$ cat src/rtl/dmac_pkg.sv
package dmac_pkg;
  typedef enum logic [1:0] {
    ST_IDLE = 2'd0,
    ST_ARB  = 2'd1,
    ST_MOVE = 2'd2
  } dmac_state_e;

  localparam logic [1:0] SEL_SRC = 2'd0;
  localparam logic [1:0] SEL_DST = 2'd1;
  localparam logic [1:0] SEL_CNT = 2'd2;
  localparam logic [1:0] SEL_CTL = 2'd3;

  localparam int CTL_GO_BIT  = 0;
  localparam int CTL_CLR_BIT = 1;
endpackage

$ cat src/rtl/dmac_regs.sv
module dmac_regs #(
  parameter int AW    = 16,
  parameter int CW    = 16,
  parameter int CFG_W = 16
) (
  input  logic             clk,
  input  logic             rst_n,
  input  logic             wr_src,
  input  logic             wr_dst,
  input  logic             wr_cnt,
  input  logic [CFG_W-1:0] wdata,
  input  logic             lock,
  input  logic             step,
  output logic [AW-1:0]    src,
  output logic [AW-1:0]    dst,
  output logic             cnt_zero,
  output logic             cnt_last
);
  logic [AW-1:0] src_q, src_d, dst_q, dst_d;
  logic [CW-1:0] cnt_q, cnt_d;
  logic          src_en, dst_en, cnt_en;

  always_comb begin
    src_en = (wr_src && !lock) || step;
    dst_en = (wr_dst && !lock) || step;
    cnt_en = (wr_cnt && !lock) || step;
    src_d  = step ? src_q + AW'(1) : wdata[AW-1:0];
    dst_d  = step ? dst_q + AW'(1) : wdata[AW-1:0];
    cnt_d  = step ? cnt_q - CW'(1) : wdata[CW-1:0];
  end

  always_ff @(posedge clk or negedge rst_n) begin
    if (!rst_n) begin
      src_q <= '0;
      dst_q <= '0;
      cnt_q <= '0;
    end else begin
      if (src_en) src_q <= src_d;
      if (dst_en) dst_q <= dst_d;
      if (cnt_en) cnt_q <= cnt_d;
    end
  end

  assign src      = src_q;
  assign dst      = dst_q;
  assign cnt_zero = (cnt_q == '0);
  assign cnt_last = (cnt_q == CW'(1));
endmodule

$ cat src/rtl/dmac_ctrl.sv
module dmac_ctrl
  import dmac_pkg::*;
(
  input  logic clk,
  input  logic rst_n,
  input  logic go,
  input  logic clr,
  input  logic cnt_zero,
  input  logic cnt_last,
  input  logic bus_gnt,
  input  logic dev_req,
  output logic busy,
  output logic bus_req,
  output logic step,
  output logic irq
);
  dmac_state_e state_q, state_d;
  logic        irq_q, irq_d, irq_set;

  always_comb begin
    state_d = state_q;
    irq_set = 1'b0;
    bus_req = 1'b0;
    step    = 1'b0;
    unique case (state_q)
      ST_IDLE: begin
        if (go) begin
          if (cnt_zero) irq_set = 1'b1;
          else          state_d = ST_ARB;
        end
      end
      ST_ARB: begin
        bus_req = 1'b1;
        if (bus_gnt) state_d = ST_MOVE;
      end
      ST_MOVE: begin
        bus_req = 1'b1;
        step    = dev_req && bus_gnt;
        if (step && cnt_last) begin
          state_d = ST_IDLE;
          irq_set = 1'b1;
        end
      end
      default: state_d = ST_IDLE;
    endcase
    if (irq_set)  irq_d = 1'b1;
    else if (clr) irq_d = 1'b0;
    else          irq_d = irq_q;
  end

  always_ff @(posedge clk or negedge rst_n) begin
    if (!rst_n) begin
      state_q <= ST_IDLE;
      irq_q   <= 1'b0;
    end else begin
      state_q <= state_d;
      irq_q   <= irq_d;
    end
  end

  assign busy = (state_q != ST_IDLE);
  assign irq  = irq_q;
endmodule

$ cat src/rtl/dmac_top.sv
module dmac_top
  import dmac_pkg::*;
#(
  parameter int AW    = 16,
  parameter int CW    = 16,
  parameter int DW    = 8,
  parameter int CFG_W = 16
) (
  input  logic             clk,
  input  logic             rst_n,
  input  logic             cfg_we,
  input  logic [1:0]       cfg_addr,
  input  logic [CFG_W-1:0] cfg_wdata,
  output logic             busy,
  output logic             irq,
  output logic             bus_req,
  input  logic             bus_gnt,
  input  logic             dev_req,
  output logic             dev_ack,
  output logic             mem_re,
  output logic [AW-1:0]    mem_raddr,
  input  logic [DW-1:0]    mem_rdata,
  output logic             mem_we,
  output logic [AW-1:0]    mem_waddr,
  output logic [DW-1:0]    mem_wdata
);
  logic wr_src, wr_dst, wr_cnt, go, clr;
  logic cnt_zero, cnt_last, step;

  always_comb begin
    wr_src = cfg_we && (cfg_addr == SEL_SRC);
    wr_dst = cfg_we && (cfg_addr == SEL_DST);
    wr_cnt = cfg_we && (cfg_addr == SEL_CNT);
    go     = cfg_we && (cfg_addr == SEL_CTL) && cfg_wdata[CTL_GO_BIT];
    clr    = cfg_we && (cfg_addr == SEL_CTL) && cfg_wdata[CTL_CLR_BIT];
  end

  dmac_regs #(.AW(AW), .CW(CW), .CFG_W(CFG_W)) u_regs (
    .clk      (clk),
    .rst_n    (rst_n),
    .wr_src   (wr_src),
    .wr_dst   (wr_dst),
    .wr_cnt   (wr_cnt),
    .wdata    (cfg_wdata),
    .lock     (busy),
    .step     (step),
    .src      (mem_raddr),
    .dst      (mem_waddr),
    .cnt_zero (cnt_zero),
    .cnt_last (cnt_last)
  );

  dmac_ctrl u_ctrl (
    .clk      (clk),
    .rst_n    (rst_n),
    .go       (go),
    .clr      (clr),
    .cnt_zero (cnt_zero),
    .cnt_last (cnt_last),
    .bus_gnt  (bus_gnt),
    .dev_req  (dev_req),
    .busy     (busy),
    .bus_req  (bus_req),
    .step     (step),
    .irq      (irq)
  );

  assign dev_ack   = step;
  assign mem_re    = step;
  assign mem_we    = step;
  assign mem_wdata = mem_rdata;
endmodule

$ cat config.mk
export PLATFORM = sky130hd
export DESIGN_NAME = dmac_top
export DESIGN_NICKNAME = d
export VERILOG_FILES = /design/src/rtl/dmac_pkg.sv /design/src/rtl/dmac_regs.sv /design/src/rtl/dmac_ctrl.sv /design/src/rtl/dmac_top.sv
export SDC_FILE = /design/constraint.sdc
export NUM_CORES = 1
export LEC_CHECK = 0
export ABC_AREA = 1
export BUFFER_PORTS_ARGS = -buffer_cell sky130_fd_sc_hd__buf_2
export CORE_MARGIN = 1
export CORE_UTILIZATION = 33
export CTS_BUF_LIST = sky130_fd_sc_hd__clkbuf_4
export DETAILED_ROUTE_END_ITERATION = 10
export PLACE_DENSITY_LB_ADDON = 0.3
export SLEW_MARGIN = 15
export SYNTH_ARGS = -nofsm -noshare
export SYNTH_HDL_FRONTEND = slang
export SYNTH_SLANG_ARGS = --single-unit
$ cat constraint.sdc
create_clock -name clk -period 1.71 [get_ports clk]
set_input_delay 0.2565 -clock clk [delete_from_list [all_inputs] [get_ports clk]]
set_output_delay 0.2565 -clock clk [all_outputs]
set_load 0.01 [all_outputs]
== Word level (Yosys, flattened, before mapping) ==
Cells that the tools add are included.

* Input bits: 31
* Bits in registers: 51
* Logic and storage cells: 56
* Output and inout bits: 46

* Add/sub/neg operators: 3
* Eq/ne operators: 10
* Muxes and demuxes: 16
* Reduce and logical (&&, ||, !) cells: 22

{| class="wikitable"
|+ Operators with widths
! kind !! count
|-
| 16-bit two-way mux || 3
|-
| 16-bit by 1-bit adder with 16-bit output, second input constant || 2
|-
| 16-bit by 1-bit equality test with 1-bit output, second input constant || 1
|-
| 16-bit zero test || 1
|-
| 16-bit by 1-bit subtractor with 16-bit output, second input constant || 1
|-
| 1-bit logical AND || 11
|-
| 2-bit two-way mux || 4
|-
| 1-bit two-way mux || 7
|-
| 2-bit equality test, second input constant || 3
|-
| 2-bit != test, second input constant || 3
|-
| 2-bit case mux with 3 select lines || 1
|-
| 2-bit by 1-bit equality test with 1-bit output, second input constant || 2
|-
| 2-bit zero test || 2
|-
| 4-bit AND reduction || 1
|-
| 2-bit nonzero test || 2
|-
| 1-bit logical OR || 3
|-
| 2-bit by 1-bit != test with 1-bit output, second input constant || 1
|-
| 1-bit case mux with 2 select lines || 1
|-
| 2-bit OR reduction || 1
|-
| 1-bit zero test || 1
|}

== Logic depth before layout (Yosys ltp) ==
Gate-level depths: netlist of run 1.

* Word-level depth: 6
* Mapped depth: 11
* Depth with buffers taken out: 10

== By module ==
A second synthesis of run 1 with hierarchy kept.

* Cell total of the unflattened synthesis: 547
* Area, all modules: 3697.3 um2

{| class="wikitable"
|+ Modules (own cells, without submodules)
! module !! instances !! cells each !! sequential area each (um2) !! area each (um2)
|-
| dmac_regs || 1 || 492 || 1201.2 || 3331.9
|-
| dmac_ctrl || 1 || 34 || 75.1 || 246.5
|-
| dmac_top || 1 || 21 || 0.0 || 118.9
|}

== Worst setup path before layout of run 1 ==
OpenSTA, ideal clock, no wires.

* Path kind: flip-flop to output port
* From: register u_ctrl.state_q[0]
* To: output mem_re
* Path slack: 0.162 ns
* Data required time: 1.454 ns
* Arrival: 1.291 ns
* Cell stages (with the launch flop): 8
* Path buffers: 3
* Cell sequence: dfrtp_1 inv_1 ha_1 nand2_2 inv_2 buf_6 buf_2 buf_4

* Cells in the longest elaborated chain, start to end: 2

{| class="wikitable"
|+ Ends and longest elaborated chain
! what !! line !! RTL
|-
| start, declared || dmac_ctrl.sv:17 || <nowiki>dmac_state_e state_q, state_d;</nowiki>
|-
| start signal, assigned || dmac_ctrl.sv:56 || <nowiki>state_q <= state_d;</nowiki>
|-
| 2-bit equality test || dmac_ctrl.sv:25 || <nowiki>unique case (state_q)</nowiki>
|-
| 1-bit two-way mux || dmac_ctrl.sv:25 ||
|-
| end, declared || dmac_top.sv:20 || <nowiki>output logic mem_re,</nowiki>
|}

Every way passes these cells.

== Worst setup path in the final report of run 1 ==
Ends and elaborated chain as after synthesis.

==> results.py, run 1 <==
metrics = {
    "clock_network": {
        "cts_tree": "built",
        "worstSkewPairLatency_ps": 380,
        "cts_max_level": 2,
        "cts_buffers": 5,
        "cts.sinks": 51,
        "cts_buffer_depth": 2,
        "clk_pin_slew_ps": 180,
        "cts_root_buf": "clkbuf_4",
    },
    "detailed_routing": {
        "wirelength_mm": 11.16,
        "drt-pass1-iter-count": 5,
        "wl_met2_mm": 5.310,
        "drt-initial-drc-count": 282,
        "avgRoutedWirePerCell_um": 15.08,
        "dr_wl_met3_um": 664,
        "drc": 0,
        "met1_length_mm": 4.962,
        "detailroute.via_count": 3809,
        "ant_nets": 0,
        "via_per_inst": 5.147,
        "dr.max_layer_used": "met4",
    },
    "timing": {
        "slew_headroom_pct": 73.52,
        "clock-skew-final_ps": 16.22,
        "whs_ps": 180.5,
        "slew_violations": 0,
        "fin_crit_sh_pct": 96.13,
        "finalWorstSetupSlack_ps": 66.20,
        "worst_pin_slew_ps": 397.2,
        "rsz0062_at_grt": "yes",
        "fmax_mhz": 608.3,
        "hold_violations": 0,
        "finalCriticalPeriod_ps": 1644,
        "finalSetupViolCount": 0,
    },
    "finish": {
        "final_cell_count_no_fill": 740,
        "antenna_cells": 0,
        "drive_gt1_share_pct": 20.53,
        "area_growth_pct": 21.20,
        "fin_nets": 641,
        "fin_util_pct": 41.48,
    },
    "global_route": {
        "antenna_found_initial": 0,
        "overflow": 0,
        "grt_use_total_pct": 20.65,
        "grt_pass1_vias": 3597,
        "grt_pass1_wl_mm": 18.08,
        "grt_max_degree": 39,
    },
    "placement": {
        "pre_cts_slack_ps": 39.48,
        "dpl.cell_count": 721,
        "io_buffers": 60,
        "gp_congestion": 0.9111,
        "dp_hpwl_mm": 8.396,
    },
    "worst_setup_path": {
        "critPathLaunchType": "flop",
        "cp_max_fo": 5,
        "worstPathArrival_ps": 1390,
        "path_cells": "inv_2 -> ha_4 -> nand2_4 -> inv_4 -> buf_12 -> buf_6",
        "critical-path-slowest-cell": "dfrtp_1",
        "cp_data_required_time_ps": 1450,
        "r2r_slack_ps": 90,
        "endpoint_kind": "primary output",
        "crit_path_max_incr_delay_ps": 430,
        "crit_type": "reg2out",
    },
    "status": {
        "status": "complete, no violations",
    },
    "die": {
        "rows": 37,
        "io_pins": 77,
        "dieArea_sq_um": 11220,
        "dieWidth_um": 105.9,
        "die_height_um": 105.9,
        "initial_core_util_pct": 34.22,
        "coreArea_sq_um": 10420,
    },
    "worst_hold_path": {
        "min_path_type": "in2reg",
    },
    "power": {
        "combPwrFrac_pct": 51.7,
        "power.share.switching_pct": 47.80,
        "p_leak_nw": 2.138,
        "seqPwrFrac_pct": 36.9,
        "clkPwrFrac_pct": 11.4,
        "p_per_area_nw_per_um2": 1584,
        "p_switching_mw": 3.272,
        "vdd_drop_max_v": 0.0005923,
        "p_int_mw": 3.572,
    },
    "yosys": {
        "synth_cell_types": 29,
        "ys_seq_elements": 51,
        "ys.flop_type": "dfrtp_1",
        "synth-compound-area-share_pct": 13.23,
        "synthMuxAreaShare_pct": 0,
        "avgSynthCellArea_sq_um": 6.790,
        "postSynth.asyncResetShare_pct": 100.0,
        "synth-simple-area-share_pct": 35.98,
        "synth_fp_nets": 563,
        "synth-seq-area-share_pct": 35.80,
        "synth-edff-count": 0,
        "yosysWarnings": 0,
        "synthXorXnorAreaFrac_pct": 1.966,
        "synth_cells": 525,
        "netlist_area_sq_um": 3565,
        "synth_top_family_by_area": "simple AND/OR/NAND/NOR gates",
        "synthAdderAreaFrac_pct": 2.457,
    },
    "flow_run": {
        "drv_cap": 0,
    },
}
==> through the flow <==
step	TNS, ps	area, sq um	power [mW]
finish	0	4320	6.844
global route	-56.95	4320	7.471
CTS	0	4263	6.772
detailed placement	0	4074	5.917
global placement	0	4074	5.818
floorplan	0	3565	4.622
==> timing repair <==
action / 4_1_cts / 5_1_grt
pin swaps: 0 / 2
endpoints found under the hold margin: 13 / 0
cloned: 1 / 0
endpoints found under the setup margin: 3 / 29
resized for setup: 5 / 7
buffers inserted: 5 / 4
hold buffers: 1 / 0
==> Yosys cell counts (6+ instances only) <==
cell type,number,area [sq um]
nand3_1,44,220.2
o21ai_1,7,35.03
nor2_1,72,270.3
o21ai_0,23,115.1
o221ai_1,6,52.55
nand2_1,157,589.3
o211ai_1,12,90.09
ha_1,7,87.58
buf_2,10,50.05
buf_4,11,82.58
inv_2,6,22.52
dfrtp_1,51,1276
nand4_1,13,81.33
a21oi_1,19,95.09
inv_1,50,187.7
==> cell type report <==
| class | count | area, sq um |
|---|---|---|
| fill | 1129 | 6096 |
| clock buffer | 5 | 37.54 |
| multi-input combinational | 394 | 1939 |
| inverter | 56 | 215.2 |
| clock inverter | 3 | 47.55 |
| sequential | 51 | 1276 |
| tap | 136 | 170.2 |
| timing repair buffer | 95 | 634.4 |
==> sequential cells by signal (all words and copies together), names as in the netlist <==
signal and cells:
u_regs.dst 16, u_ctrl.irq 1, u_ctrl.state_q 2, u_regs.cnt_q 16
u_regs.src 16
==> placed cells by master, fill, tap and decap left out, types with 5 or more instances in the layout <==
master	count
nand2_1	157
nor2_1	71
buf_2	57
dfrtp_1	51
inv_1	49
nand3_1	44
buf_4	31
o21ai_0	23
a21oi_1	19
nand4_1	13
o211ai_1	12
o21ai_1	7
o221ai_1	6
inv_2	5
a31oi_1	5
o21bai_1	5
ha_1	5
clkbuf_4	5
==> logic make-up after synthesis <==
group,count (synthesis)
AO/OA/AOI/OAI,79
XOR/XNOR,8
adder cells (fa/ha/maj),7
buffers and inverters,80
flip-flops,51
AND/OR/NAND/NOR,300
==> path summary, 6_finish.rpt <==
| path | depth (start not counted) | startpoint | endpoint |
|---|---|---|---|
| setup / recovery | 6 | u_ctrl.state_q[0] | mem_re |
| hold / removal | 3 | cfg_wdata[6] | u_regs.dst[6] |
| setup reg to reg | 8 | u_regs.cnt_q[1] | u_ctrl.state_q[1] |
| hold reg to reg | 2 | u_ctrl.irq | u_ctrl.irq |
| max in group asynchronous | 3 | rst_n | u_regs.cnt_q[14] |
| min in group asynchronous | 2 | rst_n | u_regs.src[9] |
==> power by group through the flow <==
| stage | Combinational [mW] | Sequential [mW] | Clock, mW |
|---|---|---|---|
| after global placement | 3.30 | 2.52 | 0 |
| final | 3.54 | 2.53 | 0.777 |
| after global routing | 4.00 | 2.64 | 0.835 |
| after CTS | 3.47 | 2.51 | 0.790 |
| after floorplan | 2.07 | 2.55 | 0 |
| after detailed placement | 3.37 | 2.55 | 0 |
==> routing by layer <==
| layer | vias to the layer above | track usage (%) |
|---|---|---|
| met2 | 140 | 34.92 |
| li1 | 1858 | - |
| met3 | 17 | 3.372 |
| met4 | 0 | 5.357 |
| met5 | - | 0 |
| met1 | 1794 | 27.36 |
==> worst max-delay path: cells and delay by family (launching register included) <==
family	cells	cell delay (ps)
buffers and inverters	4	370
DFF	1	430
adders and majority gates	1	150
and+or+nand+nor	1	60
Power figures use the tool's default switching activity.
==> inputs of run 2 (changes only) <==
CORE_UTILIZATION = 40   (was 33)
CTS_CLUSTER_DIAMETER = 120   (was unset)
PLACE_DENSITY = 0.72   (was unset)
PLACE_DENSITY_LB_ADDON = unset   (was 0.3)
==> results.py, run 2 (synthesis gave the netlist of run 1 again) <==
metrics = {
    "detailed_routing": {
        "ant_nets": 0,
        "wirelength_mm": 10.13,
        "via_per_inst": 5.299,
        "detailroute.via_count": 3699,
        "avgRoutedWirePerCell_um": 14.51,
        "drt-initial-drc-count": 232,
        "drc": 0,
        "drt-pass1-iter-count": 5,
    },
    "worst_setup_path": {
        "critPathLaunchType": "flop",
        "cpLargestDelayFamily": "flip-flops",
        "path_cells": "inv_2 -> ha_4 -> nand2_4 -> inv_4 -> buf_12 -> buf_6",
        "ff2ff_path_depth": 9,
        "r2r-start": "u_ctrl.state_q[1]",
        "r2r_end": "u_regs.src[0]",
        "cp_num_buf_inv": 4,
        "worstPathArrival_ps": 1410,
        "r2r_slack_ps": 120,
        "crit_type": "reg2out",
        "cp_data_required_time_ps": 1450,
        "critical-path-slowest-cell": "dfrtp_1",
        "cp_max_fo": 4,
        "endpoint_kind": "primary output",
        "crit_path_max_incr_delay_ps": 420,
    },
    "finish": {
        "regArea_sq_um": 1279,
        "final_common_cell": "nand2_1",
        "antenna_cells": 0,
        "fin_nets": 627,
        "area_growth_pct": 18.46,
        "final_cell_count_no_fill": 698,
        "fillers": 874,
        "mostFrequentLayoutCells": "nand2_1 (157), nor2_1 (71), buf_2 (57), inv_1 (49), dfrtp_1 (49)",
        "multi_input_comb_area_sq_um": 1959,
        "drive_gt1_share_pct": 18.81,
    },
    "clock_network": {
        "cts_root_buf": "clkbuf_4",
        "cts_tree": "built",
        "cts.sinks": 51,
        "cts_buffers": 5,
        "clk_pin_slew_ps": 160,
        "worstSkewPairLatency_ps": 390,
        "cts_max_level": 2,
        "cts_buffer_depth": 2,
    },
    "placement": {
        "io_buffers": 60,
        "dpl.cell_count": 684,
        "gp_congestion": 0.9135,
        "dp_hpwl_mm": 7.522,
    },
    "die": {
        "initial_core_util_pct": 41.08,
        "coreArea_sq_um": 8678,
        "io_pins": 77,
        "dieWidth_um": 96.40,
        "dieArea_sq_um": 9293,
        "die_height_um": 96.40,
        "rows": 34,
    },
    "worst_hold_path": {
        "min_path_type": "in2reg",
        "min_path_cells": 3,
        "min-delay-start": "cfg_wdata[15]",
        "whs_endpoint": "u_regs.cnt_q[15]",
    },
    "global_route": {
        "overflow": 0,
        "grt_pass1_wl_mm": 16.72,
        "grt_pass1_vias": 3404,
        "antenna_found_initial": 0,
        "grt_max_degree": 40,
        "grt_use_total_pct": 23.71,
    },
    "power": {
        "p_leak_nw": 2.084,
        "power.share.switching_pct": 47.66,
        "p_per_area_nw_per_um2": 1589,
        "p_switching_mw": 3.198,
        "vdd_drop_max_v": 0.0009173,
        "seqPwrFrac_pct": 38.1,
        "total_power_mw": 6.710,
        "clkPwrFrac_pct": 11.1,
        "p_int_mw": 3.512,
        "combPwrFrac_pct": 50.8,
    },
    "timing": {
        "hold_violations": 0,
        "fin_crit_sh_pct": 97.39,
        "finalSetupViolCount": 0,
        "slew_violations": 0,
        "slew_headroom_pct": 68.77,
        "fin_setup_tns_ps": 0,
        "finalCriticalPeriod_ps": 1665,
        "fmax_mhz": 600.5,
        "clock-skew-final_ps": 13.57,
        "worst_pin_slew_ps": 468.5,
    },
    "flow_run": {
        "drv_cap": 0,
    },
    "status": {
        "status": "complete, no violations",
    },
}
[run 2: power groups by stage]
stage / logic, mW / clock network [mW] / registers [mW]
floorplan: 2.07 / 0 / 2.55
finish: 3.41 / 0.742 / 2.56
CTS: 3.27 / 0.751 / 2.53
global placement: 3.12 / 0 / 2.53
global route: 3.90 / 0.799 / 2.67
detailed placement: 3.21 / 0 / 2.56
[run 2: area by class of cell]
| class | count | area share (%) |
|---|---|---|
| Multi-Input combinational cell | 394 | 46.40 |
| Clock buffer | 5 | 0.8889 |
| Sequential cell | 51 | 30.28 |
| Clock inverter | 3 | 1.007 |
| Timing Repair Buffer | 81 | 13.13 |
| Tap cell | 108 | 3.200 |
| Inverter | 56 | 5.096 |
[run 2: repair_timing]
action / CTS / global route
pin swaps: 0 / 3
gates cloned: 0 / 0
setup buffers: 3 / 2
resized for setup: 6 / 14
hold endpoints to repair: 16 / 0
hold buffers: 1 / 0
endpoints found under the setup margin: 3 / 19
[run 2: worst register-to-register path, delay by kind of cell (launching register included)]
kind                     cells  cell delay, ps
AO/OA/AOI/OAI                2             140
adder cells (fa/ha/maj)      1             180
buffers and inverters        3             420
flip-flops                   1             460
AND/OR/NAND/NOR              3             300
[run 2: through the flow]
| stage | instance area, sq um | hold WS (ps) | setup slack (ps) | util [%] |
|---|---|---|---|---|
| after detailed placement | 3996 | 234.5 | 62.81 | 46.05 |
| after global placement | 3996 | 228.2 | 95.11 | 46.05 |
| final | 4223 | 180.7 | 44.59 | 48.66 |
| after global routing | 4223 | 184.4 | -15.76 | 48.66 |
| after floorplan | 3565 | -39.09 | 162.0 | - |
| after CTS | 4131 | 181.2 | 0.6766 | 47.61 |
[run 2: how the worst max path moves through the flow]
| stage | startpoint | to | slack, ps | cells after the start |
|---|---|---|---|---|
| floorplan | u_ctrl.state_q[0] | mem_re | 160 | 7 |
| global placement | u_ctrl.state_q[0] | u_regs.dst[10] | 100 | 10 |
| detailed placement | u_ctrl.state_q[0] | u_regs.dst[10] | 60 | 10 |
| CTS | u_ctrl.state_q[0] | mem_we | 0.7 | 6 |
| global route | u_ctrl.state_q[0] | dev_ack | -20 | 6 |
| finish | u_ctrl.state_q[0] | mem_we | 40 | 6 |
[run 2: layer usage]
| metal | global-route usage, % | vias up | wire length (um) |
|---|---|---|---|
| met2 | 39.30 | 131 | 4806 |
| li1 | - | 1836 | - |
| met4 | 6.127 | 0 | 133 |
| met3 | 4.382 | 16 | 712 |
| met1 | 31.86 | 1716 | 4474 |
| met5 | 0 | - | 0 |
==> inputs of run 3 (changes only) <==
CORE_ASPECT_RATIO = 0.8   (was unset)
==> results.py, run 3 (synthesis gave the netlist of run 1 again) <==
metrics = {
    "status": {
        "status": "complete, no violations",
    },
    "worst_setup_path": {
        "critPathLaunchType": "flop",
        "worstPathArrival_ps": 1360,
        "critical-path-slowest-cell": "dfrtp_1",
        "cp_data_required_time_ps": 1450,
        "endpoint_kind": "primary output",
        "path_cells": "inv_1 -> ha_2 -> nand2_4 -> inv_8 -> buf_2",
        "cp_max_fo": 6,
        "crit_type": "reg2out",
        "crit_path_max_incr_delay_ps": 410,
    },
    "power": {
        "p_leak_nw": 2.090,
        "vdd_drop_max_v": 0.0007263,
        "p_per_area_nw_per_um2": 1579,
    },
    "timing": {
        "slew_violations": 0,
        "worst_pin_slew_ps": 496.3,
        "finalSetupViolCount": 0,
        "clock-skew-final_ps": 14.98,
        "fin_setup_tns_ps": 0,
        "hold_violations": 0,
        "rsz0062_at_grt": "no",
        "slew_headroom_pct": 66.91,
        "fin_crit_sh_pct": 94.28,
        "finalCriticalPeriod_ps": 1612,
        "fmax_mhz": 620.3,
    },
    "die": {
        "initial_core_util_pct": 41.65,
        "coreArea_sq_um": 8558,
        "dieArea_sq_um": 9296,
        "dieWidth_um": 107.5,
        "rows": 30,
        "die_height_um": 86.44,
        "io_pins": 77,
    },
    "clock_network": {
        "cts.sinks": 51,
        "cts_tree": "built",
        "cts_buffers": 5,
        "worstSkewPairLatency_ps": 370,
        "cts_max_level": 2,
        "cts_root_buf": "clkbuf_4",
        "cts_buffer_depth": 2,
        "clk_pin_slew_ps": 160,
    },
    "detailed_routing": {
        "detailroute.via_count": 3766,
        "via_per_inst": 5.334,
        "drc": 0,
        "drt-pass1-iter-count": 7,
        "avgRoutedWirePerCell_um": 14.50,
        "ant_nets": 0,
        "drt-initial-drc-count": 339,
        "wirelength_mm": 10.24,
    },
    "global_route": {
        "grt_pass1_vias": 3375,
        "grt_max_degree": 27,
        "overflow": 0,
        "antenna_found_initial": 0,
        "grt_pass1_wl_mm": 16.51,
        "grt_use_total_pct": 22.74,
    },
    "placement": {
        "place_area_sq_um": 4054,
        "io_buffers": 60,
        "gp_congestion": 0.8794,
        "dp_hpwl_mm": 7.844,
    },
    "finish": {
        "fillers": 846,
        "final_common_cell": "nand2_1",
        "stdcell_area_sq_um": 4195,
        "fin_nets": 632,
        "area_growth_pct": 17.69,
        "antenna_cells": 0,
        "drive_gt1_share_pct": 19.02,
        "mostFrequentLayoutCells": "nand2_1 (157), nor2_1 (70), buf_2 (60), dfrtp_1 (51), inv_1 (50)",
    },
    "worst_hold_path": {
        "min_path_type": "in2reg",
    },
    "flow_run": {
        "drv_cap": 0,
    },
}
## run 3: layout make-up
cell class              instances  area (sq um)  share of cell area, %
flip-flops and latches         51          1276                  30.42
inverters                      56         222.7                  5.309
well taps                     112         140.1                  3.340
clock buffers                   5         37.54                 0.8947
repair buffers                 86         551.8                  13.15
multi-input cells             394          1929                  45.99
clock inverters                 2         37.54                 0.8947
## run 3: path summary, 6_finish.rpt
check / to / cells past startpoint / slack (ps) / start
worst max register to register: u_regs.cnt_q[10] / 10 / 110 / u_ctrl.state_q[0]
worst max-delay path: mem_re / 5 / 100 / u_ctrl.state_q[0]
max in group asynchronous: u_regs.dst[4] / 3 / 790 / rst_n
worst min-delay path: u_regs.dst[6] / 3 / 210 / cfg_wdata[6]
worst min register to register: u_ctrl.state_q[1] / 2 / 530 / u_ctrl.state_q[1]
min in group asynchronous: u_regs.src[9] / 2 / 350 / rst_n
## run 3: where the power goes
group	total (mW)	internal, mW	switching (mW)
logic	3.41	1.40	2.00
clock network	0.712	0.301	0.411
registers	2.51	1.77	0.737
total	6.63	3.48	3.15
## run 3: routing by layer
layer | wire, um | up-vias | GRT usage (%)
met5 | 0 | - | 0
met4 | 108 | 0 | 3.861
met3 | 837 | 8 | 3.308
met2 | 4630 | 169 | 36.48
met1 | 4663 | 1757 | 32.95
li1 | - | 1832 | -
## run 3: critical path, delay by kind of cell, from the launching register on
kind,cells,cell delay (ps)
adders and majority gates,1,220
buffers and inverters,3,270
DFF,1,410
and+or+nand+nor,1,90
## run 3: what timing repair did
action | in CTS | in global routing
buffers inserted | 4 | 0
setup endpoints to repair | 3 | 21
gates resized for setup | 3 | 9
hold buffers | 1 | 0
pin swaps | 0 | 2
endpoints found under the hold margin | 17 | 0
## run 3: stage by stage
stage	setup WS (ps)	util (%)	instances	hold slack [ps]	total power [mW]
final	97.77	49.02	706	208.9	6.626
after detailed placement	95.36	47.37	695	246.2	5.834
after CTS	43.78	48.71	706	197.3	6.570
after floorplan	162.0	-	525	-39.09	4.622
after global routing	2.093	49.02	706	203.3	7.231
after global placement	146.3	47.37	695	237.8	5.743
